==> src/rtl/pps_timing_pkg.sv <==
package pps_timing_pkg;
  localparam int unsigned DEF_CLK_DIV      = 1000;
  localparam int unsigned DEF_SETS_PER_SEC = 8000;
  localparam int unsigned DEF_MISS_MARGIN  = 4;
  localparam int unsigned DEF_NUM_CH       = 3;
  localparam int unsigned DEF_SEC_W        = 32;

  function automatic int unsigned cnt_width(input int unsigned n);
    return (n < 2) ? 1 : $clog2(n);
  endfunction
endpackage

==> src/rtl/pps_edge_sync.sv <==
module pps_edge_sync (
  input  logic clk_i,
  input  logic rst_ni,
  input  logic pps_i,
  output logic edge_o
);
  logic meta_q, sync_q, prev_q;

  always_ff @(posedge clk_i or negedge rst_ni) begin
    if (!rst_ni) begin
      meta_q <= 1'b0;
      sync_q <= 1'b0;
      prev_q <= 1'b0;
    end else begin
      meta_q <= pps_i;
      sync_q <= meta_q;
      prev_q <= sync_q;
    end
  end

  assign edge_o = sync_q & ~prev_q;

  // held pulse yields a single edge
  p_edge_single_r5: assert property (@(posedge clk_i) disable iff (!rst_ni)
    edge_o |=> !edge_o);
endmodule

==> src/rtl/set_divider.sv <==
module set_divider #(
  parameter int unsigned CLK_DIV      = 1000,
  parameter int unsigned SETS_PER_SEC = 8000,
  parameter int unsigned MISS_MARGIN  = 4,
  parameter int unsigned IDX_W        = 14
) (
  input  logic             clk_i,
  input  logic             rst_ni,
  input  logic             pps_edge_i,
  output logic             armed_o,
  output logic             strobe_o,
  output logic [IDX_W-1:0] idx_o,
  output logic             missing_o
);
  localparam int unsigned DIV_W = pps_timing_pkg::cnt_width(CLK_DIV);
  localparam logic [DIV_W-1:0] DIV_LAST = DIV_W'(CLK_DIV - 1);
  localparam logic [IDX_W-1:0] IDX_WRAP = IDX_W'(SETS_PER_SEC + MISS_MARGIN - 1);

  logic [DIV_W-1:0] div_q;
  logic             armed_q, strobe_q, missing_q;
  logic [IDX_W-1:0] idx_q;

  always_ff @(posedge clk_i or negedge rst_ni) begin
    if (!rst_ni) begin
      armed_q   <= 1'b0;
      div_q     <= '0;
      idx_q     <= '0;
      strobe_q  <= 1'b0;
      missing_q <= 1'b0;
    end else begin
      strobe_q <= 1'b0;
      if (pps_edge_i) begin
        armed_q   <= 1'b1;
        div_q     <= '0;
        idx_q     <= '0;
        strobe_q  <= 1'b1;
        missing_q <= 1'b0;
      end else if (armed_q) begin
        if (div_q == DIV_LAST) begin
          div_q    <= '0;
          strobe_q <= 1'b1;
          if (idx_q == IDX_WRAP) begin
            idx_q     <= '0;
            missing_q <= 1'b1;
          end else begin
            idx_q <= idx_q + 1'b1;
          end
        end else begin
          div_q <= div_q + 1'b1;
        end
      end
    end
  end

  assign armed_o   = armed_q;
  assign strobe_o  = strobe_q;
  assign idx_o     = idx_q;
  assign missing_o = missing_q;

  p_restart_idx_r2: assert property (@(posedge clk_i) disable iff (!rst_ni)
    pps_edge_i |=> (strobe_o && idx_o == '0));
  p_no_strobe_unarmed_r1: assert property (@(posedge clk_i) disable iff (!rst_ni)
    !armed_o |-> !strobe_o);
  p_strobe_width_r3: assert property (@(posedge clk_i) disable iff (!rst_ni)
    (strobe_o && !pps_edge_i) |=> !strobe_o);
  p_idx_bound_r8: assert property (@(posedge clk_i) disable iff (!rst_ni)
    idx_o <= IDX_WRAP);
  p_missing_clear_r7: assert property (@(posedge clk_i) disable iff (!rst_ni)
    pps_edge_i |=> !missing_o);
endmodule

==> src/rtl/capture_sequencer.sv <==
module capture_sequencer #(
  parameter int unsigned NUM_CH = 3
) (
  input  logic              clk_i,
  input  logic              rst_ni,
  input  logic              strobe_i,
  output logic [NUM_CH-1:0] req_o
);
  assign req_o[0] = strobe_i;

  for (genvar c = 1; c < NUM_CH; c++) begin : g_stage
    logic stage_q;
    always_ff @(posedge clk_i or negedge rst_ni) begin
      if (!rst_ni) stage_q <= 1'b0;
      else         stage_q <= req_o[c-1];
    end
    assign req_o[c] = stage_q;
  end

  // relies on strobes spaced wider than the channel count
  p_req_onehot_r4: assert property (@(posedge clk_i) disable iff (!rst_ni)
    $onehot0(req_o));
endmodule

==> src/rtl/pps_timing_gen.sv <==
module pps_timing_gen #(
  parameter int unsigned CLK_DIV      = pps_timing_pkg::DEF_CLK_DIV,
  parameter int unsigned SETS_PER_SEC = pps_timing_pkg::DEF_SETS_PER_SEC,
  parameter int unsigned MISS_MARGIN  = pps_timing_pkg::DEF_MISS_MARGIN,
  parameter int unsigned NUM_CH       = pps_timing_pkg::DEF_NUM_CH,
  parameter int unsigned SEC_W        = pps_timing_pkg::DEF_SEC_W,
  localparam int unsigned IDX_W = pps_timing_pkg::cnt_width(SETS_PER_SEC + MISS_MARGIN)
) (
  input  logic              clk_i,
  input  logic              rst_ni,
  input  logic              pps_i,
  output logic              strobe_o,
  output logic [IDX_W-1:0]  sample_idx_o,
  output logic [NUM_CH-1:0] capture_req_o,
  output logic [SEC_W-1:0]  seconds_o,
  output logic              count_err_o,
  output logic [IDX_W-1:0]  count_seen_o,
  output logic              pps_missing_o
);
  localparam logic [IDX_W-1:0] IDX_NOM = IDX_W'(SETS_PER_SEC - 1);

  logic pps_edge, armed, strobe;
  logic [IDX_W-1:0] idx;
  logic [SEC_W-1:0] secs_q;
  logic             err_q;
  logic [IDX_W-1:0] seen_q;

  pps_edge_sync u_sync (
    .clk_i  (clk_i),
    .rst_ni (rst_ni),
    .pps_i  (pps_i),
    .edge_o (pps_edge)
  );

  set_divider #(
    .CLK_DIV      (CLK_DIV),
    .SETS_PER_SEC (SETS_PER_SEC),
    .MISS_MARGIN  (MISS_MARGIN),
    .IDX_W        (IDX_W)
  ) u_div (
    .clk_i      (clk_i),
    .rst_ni     (rst_ni),
    .pps_edge_i (pps_edge),
    .armed_o    (armed),
    .strobe_o   (strobe),
    .idx_o      (idx),
    .missing_o  (pps_missing_o)
  );

  capture_sequencer #(.NUM_CH(NUM_CH)) u_seq (
    .clk_i    (clk_i),
    .rst_ni   (rst_ni),
    .strobe_i (strobe),
    .req_o    (capture_req_o)
  );

  always_ff @(posedge clk_i or negedge rst_ni) begin
    if (!rst_ni) begin
      secs_q <= '0;
      err_q  <= 1'b0;
      seen_q <= '0;
    end else if (pps_edge) begin
      secs_q <= secs_q + 1'b1;
      if (armed) begin
        err_q  <= (idx != IDX_NOM);
        seen_q <= idx;
      end
    end
  end

  assign strobe_o     = strobe;
  assign sample_idx_o = idx;
  assign seconds_o    = secs_q;
  assign count_err_o  = err_q;
  assign count_seen_o = seen_q;

  p_secs_step_r5: assert property (@(posedge clk_i) disable iff (!rst_ni)
    pps_edge |=> seconds_o == $past(seconds_o) + 1'b1);
  p_secs_hold_r5: assert property (@(posedge clk_i) disable iff (!rst_ni)
    !pps_edge |=> $stable(seconds_o));
  p_seen_hold_r6: assert property (@(posedge clk_i) disable iff (!rst_ni)
    !pps_edge |=> ($stable(count_seen_o) && $stable(count_err_o)));
endmodule

==> config.mk <==
export PLATFORM = sky130hd
export DESIGN_NAME = pps_timing_gen
export DESIGN_NICKNAME = d
export VERILOG_FILES = /design/src/rtl/pps_timing_pkg.sv /design/src/rtl/pps_edge_sync.sv /design/src/rtl/set_divider.sv /design/src/rtl/capture_sequencer.sv /design/src/rtl/pps_timing_gen.sv
export SDC_FILE = /design/constraint.sdc
export NUM_CORES = 1
export LEC_CHECK = 0
export ABC_AREA = 0
export CAP_MARGIN = 20
export CORE_ASPECT_RATIO = 0.8
export CORE_MARGIN = 5
export CORE_UTILIZATION = 40
export DETAILED_ROUTE_END_ITERATION = 16
export GPL_TIMING_DRIVEN = 0
export HOLD_SLACK_MARGIN = 0.08
export PLACE_DENSITY_LB_ADDON = 0.3
export REMOVE_ABC_BUFFERS = 1
export SYNTH_ARGS = -nofsm -noshare
export SYNTH_HDL_FRONTEND = slang
export SYNTH_SLANG_ARGS = --single-unit
==> constraint.sdc <==
create_clock -name clk_i -period 2.3 [get_ports clk_i]
set_clock_uncertainty 0.1 [all_clocks]
set_input_delay 0.345 -clock clk_i [delete_from_list [all_inputs] [get_ports clk_i]]
set_output_delay 0.345 -clock clk_i [all_outputs]
set_load 0.02 [all_outputs]
==> results.sh <==
export IMPL_placed_cell_area_um2=4260
export IMPL_worstHoldStart="u_sync.meta_q"
export IMPL_floorplan_initialDensity_pct=41.0
export IMPL_syn_inst=310
export IMPL_switchingPower_uw=896
export IMPL_fin_crit_ps=2100
export IMPL_rows=30
export IMPL_nFillCells=777
export IMPL_grtUsageMet1_pct=20.8
export IMPL_crit_type="flip-flop to flip-flop"
export IMPL_nets=387
export IMPL_syn_area_um2=3500
export IMPL_holdPathStages=0
export IMPL_drt_wirelength_per_cell_um=15.7
export IMPL_drive_above_1_share_pct=10.6
export IMPL_relSlewSlack_pct=44.1
export IMPL_finalPower_uw=3230
export IMPL_ios=67
export IMPL_grt_overflow_total=0
export IMPL_fin_util_pct=52.9
export IMPL_grt_pass1_wl_um=13200
export IMPL_clockPowerShare_pct=35.1
export IMPL_hold_path_class="flip-flop to flip-flop"
export IMPL_design_die_area_um2=10700
export IMPL_worstPathMaxFanout=11
export IMPL_root_buffer="clkbuf_8"
export IMPL_hpwlAfterDp_um=5340
export IMPL_slew_violations=0
export IMPL_ant_nets=0
export IMPL_ys_seq_area_share_pct=55.1
export IMPL_vias=2632
export IMPL_gr_max_usage_layer="met2"
export IMPL_status="completed"
export IMPL_dr_pass1_iters=4
export IMPL_cpPeakStageDelay_ps=570
export IMPL_cts_sinks=77
export IMPL_synth_edf_count=0
export IMPL_peakVddDrop_uv=404
export IMPL_max_freq_mhz=476
export IMPL_seqPwrFrac_pct=49.3
export IMPL_viasPerCell=5.29
export IMPL_crit_required_ps=2480
export IMPL_cts_buffer_depth=2
export IMPL_drt_total_wl_um=7820
export IMPL_yosysUniqueCellTypes=44
export IMPL_areaGrowthSynthToFinish_pct=29.0
export IMPL_start_kind="flip-flop"
export IMPL_synth_seq_cells=77
export IMPL_max_cap_violations=0
export IMPL_slowest_stage="or4_1"
export IMPL_chipHeight_um=93.6
export IMPL_power_leakage_uw=0.00187
export IMPL_drc_errors=0
export IMPL_crit_chain="ha_1, and4_4, a41oi_2, or4_1, a21oi_1"
export IMPL_place_congestion=0.782
export IMPL_fin_crit_sh_pct=91.2
export IMPL_reg2reg_from="u_div.div_q[0]"
export IMPL_use_met2_pct=23.8
export IMPL_postSynthAreaPerCell_um2=11.3
export IMPL_cp_buffers_inverters=0
export IMPL_clk_latency_ps=340
export IMPL_h_tree_depth=3
export IMPL_arrival_ps=2280
export IMPL_power_frac_comb_pct=15.6
export IMPL_grt_use_met3_pct=4.92
export IMPL_gr_usage_all_layers_pct=15.3
export IMPL_rrSetupSlack_ps=200
export IMPL_final_hold_violation_count=0
export IMPL_synth_warnings=0
export IMPL_antenna_found_initial=0
export IMPL_cts_tree="built"
export IMPL_async_flop_share_pct=100
export IMPL_post_cts_buffers=0
export IMPL_cp_end_kind="flip-flop"
export IMPL_die_w_um=115
export IMPL_power_density_nw_per_um2=716
export IMPL_min_to="u_sync.sync_q"
export IMPL_p_int_uw=2330
export IMPL_drtIter0Drc=113
export IMPL_cts_made_buffers=9
export IMPL_r2r_end="u_div.idx_o[11]"
export IMPL_num_antenna_cells=0
export IMPL_clk_pin_slew_ps=80
export IMPL_tightestPinTransition_ps=831
export IMPL_cp_top_family="simple AND/OR/NAND/NOR gates"
export IMPL_stdcell_area_um2=4510
export IMPL_port_buffers=66
export IMPL_coreArea_um2=8520
export IMPL_setup_viol=0
export IMPL_sw_frac_of_total_pct=27.8
export IMPL_rsz0062_at_grt="no"
export IMPL_r2r_cells=5
export IMPL_synth_ff_type="dfrtp_1"
export IMPL_grt_max_degree=69
export IMPL_grt_pass1_vias=2686
[synth_stat cells (2+ instances only)]
| cell | number | area share [%] |
|---|---|---|
| or4_1 | 3 | 0.64 |
| xor2_1 | 8 | 2.0 |
| o21ai_0 | 16 | 2.3 |
| nor2_1 | 12 | 1.3 |
| nor4_4 | 2 | 1.2 |
| and2b_2 | 2 | 0.50 |
| nand3b_1 | 2 | 0.43 |
| nand3_1 | 19 | 2.7 |
| and3_1 | 7 | 1.3 |
| buf_2 | 3 | 0.43 |
| dfrtp_1 | 77 | 55 |
| nand2_1 | 27 | 2.9 |
| nor3_1 | 5 | 0.72 |
| inv_1 | 7 | 0.75 |
| a21oi_1 | 13 | 1.9 |
| mux2_2 | 12 | 3.9 |
| or3_1 | 7 | 1.3 |
| o31ai_1 | 4 | 0.86 |
| and2_1 | 3 | 0.54 |
| ha_1 | 3 | 1.1 |
| nand4_1 | 19 | 3.4 |
| buf_4 | 5 | 1.1 |
| and4_1 | 4 | 1.0 |
| o2111ai_1 | 2 | 0.50 |
| xnor2_1 | 29 | 7.3 |
[worst reg2reg max path, delay by kind of cell (launching register included)]
family                   cells  cell delay, ps
AO/OA/AOI/OAI                2             420
flip-flops                   1             400
adder cells (fa/ha/maj)      1             240
AND/OR/NAND/NOR              2             860
[timing repair]
| item | 4_1_cts | 5_1_grt |
|---|---|---|
| resized for setup | 0 | 1 |
| endpoints found under the setup margin | 0 | 8 |
| hold endpoints to repair | 77 | 0 |
| hold buffers | 1 | 0 |
[power groups by stage]
| stage | Clock, uW | Combinational (uW) | Sequential, uW |
|---|---|---|---|
| 5_1_grt | 1220 | 551 | 1610 |
| 2_1_floorplan | 0 | 176 | 1670 |
| 4_1_cts | 1160 | 509 | 1590 |
| 6_report | 1130 | 502 | 1590 |
| 3_3_place_gp | 0 | 484 | 1600 |
| 3_5_place_dp | 0 | 507 | 1610 |
[flip-flops by register name, summed over array words and instances, names as in the netlist]
| name | cells |
|---|---|
| u_sync.sync_q | 1 |
| u_div.idx_o | 13 |
| u_seq.g_stage.stage_q | 2 |
| count_err_o | 1 |
| seconds_o | 32 |
| u_div.strobe_o | 1 |
| u_sync.prev_q | 1 |
| u_sync.meta_q | 1 |
| u_div.div_q | 10 |
| count_seen_o | 13 |
| u_div.armed_o | 1 |
| u_div.missing_o | 1 |
[layer usage]
metal  vias up  routed length, um  share of wire (%)
met4         0                 47               0.60
met2        52               3600                 46
met3         5                405                5.2
li1       1261                  -                  -
met5         -                  0                  0
met1      1314               3760                 48
[worst max-delay path by stage]
stage / depth (start not counted) / from / end / slack [ps]
after detailed placement: 6 / u_div.div_q[0] / u_div.idx_o[12] / 130
final: 5 / u_div.div_q[0] / u_div.idx_o[11] / 200
after global routing: 5 / u_div.idx_o[0] / u_div.idx_o[10] / 40
after global placement: 1 / rst_ni / count_seen_o[11] / -1970
after CTS: 6 / u_div.div_q[0] / u_div.idx_o[12] / 110
after floorplan: 5 / u_div.idx_o[0] / u_div.idx_o[10] / 320
[cells in the final DEF (no fill, tap or decap), types with 3 or more instances in the layout]
cell type	count
clkbuf_8	10
or4_1	3
or3_1	7
nand4_1	19
dfrtp_1	77
ha_1	3
and4_1	4
o31ai_1	4
xor2_1	8
nand2_1	27
mux2_2	12
inv_1	7
nor3_1	5
a21oi_1	13
clkdlybuf4s50_1	65
o21ai_0	15
nor2_1	12
and2_1	3
nand3_1	19
xnor2_1	29
and3_1	7
[through the flow]
step                cells  setup slack [ps]  hold WS [ps]  TNS, ps
floorplan             300               319         -50.6        0
global placement      478             -1970           237  -151920
detailed placement    480               129          88.2        0
CTS                   497               110           251        0
global route          498              44.0           262        0
finish                498               201           253        0
[kinds of logic (layout without fill, tap and decap cells)]
| family | count (synthesis) | after routing | share of synthesized area, % |
|---|---|---|---|
| xor gates and xnor gates | 37 | 37 | 9.27 |
| adders and majority gates | 3 | 3 | 1.07 |
| muxes | 12 | 12 | 3.87 |
| buffers and inverters | 18 | 93 | 2.86 |
| AOI/OAI and AO/OA | 42 | 43 | 7.77 |
| DFF | 77 | 77 | 55.1 |
| and+or+nand+nor | 121 | 121 | 20.0 |
[cell type report]
type                            count  area, um2  area share, %
Tap cell                          112        140           3.11
Sequential cell                    77       1930           42.7
Clock buffer                       11        141           3.13
Inverter                            8       30.0          0.666
Timing Repair Buffer               69        703           15.6
Clock inverter                      5       83.8           1.86
Multi-Input combinational cell    216       1490           32.9
No activity file was read; power rests on OpenSTA's default activity.
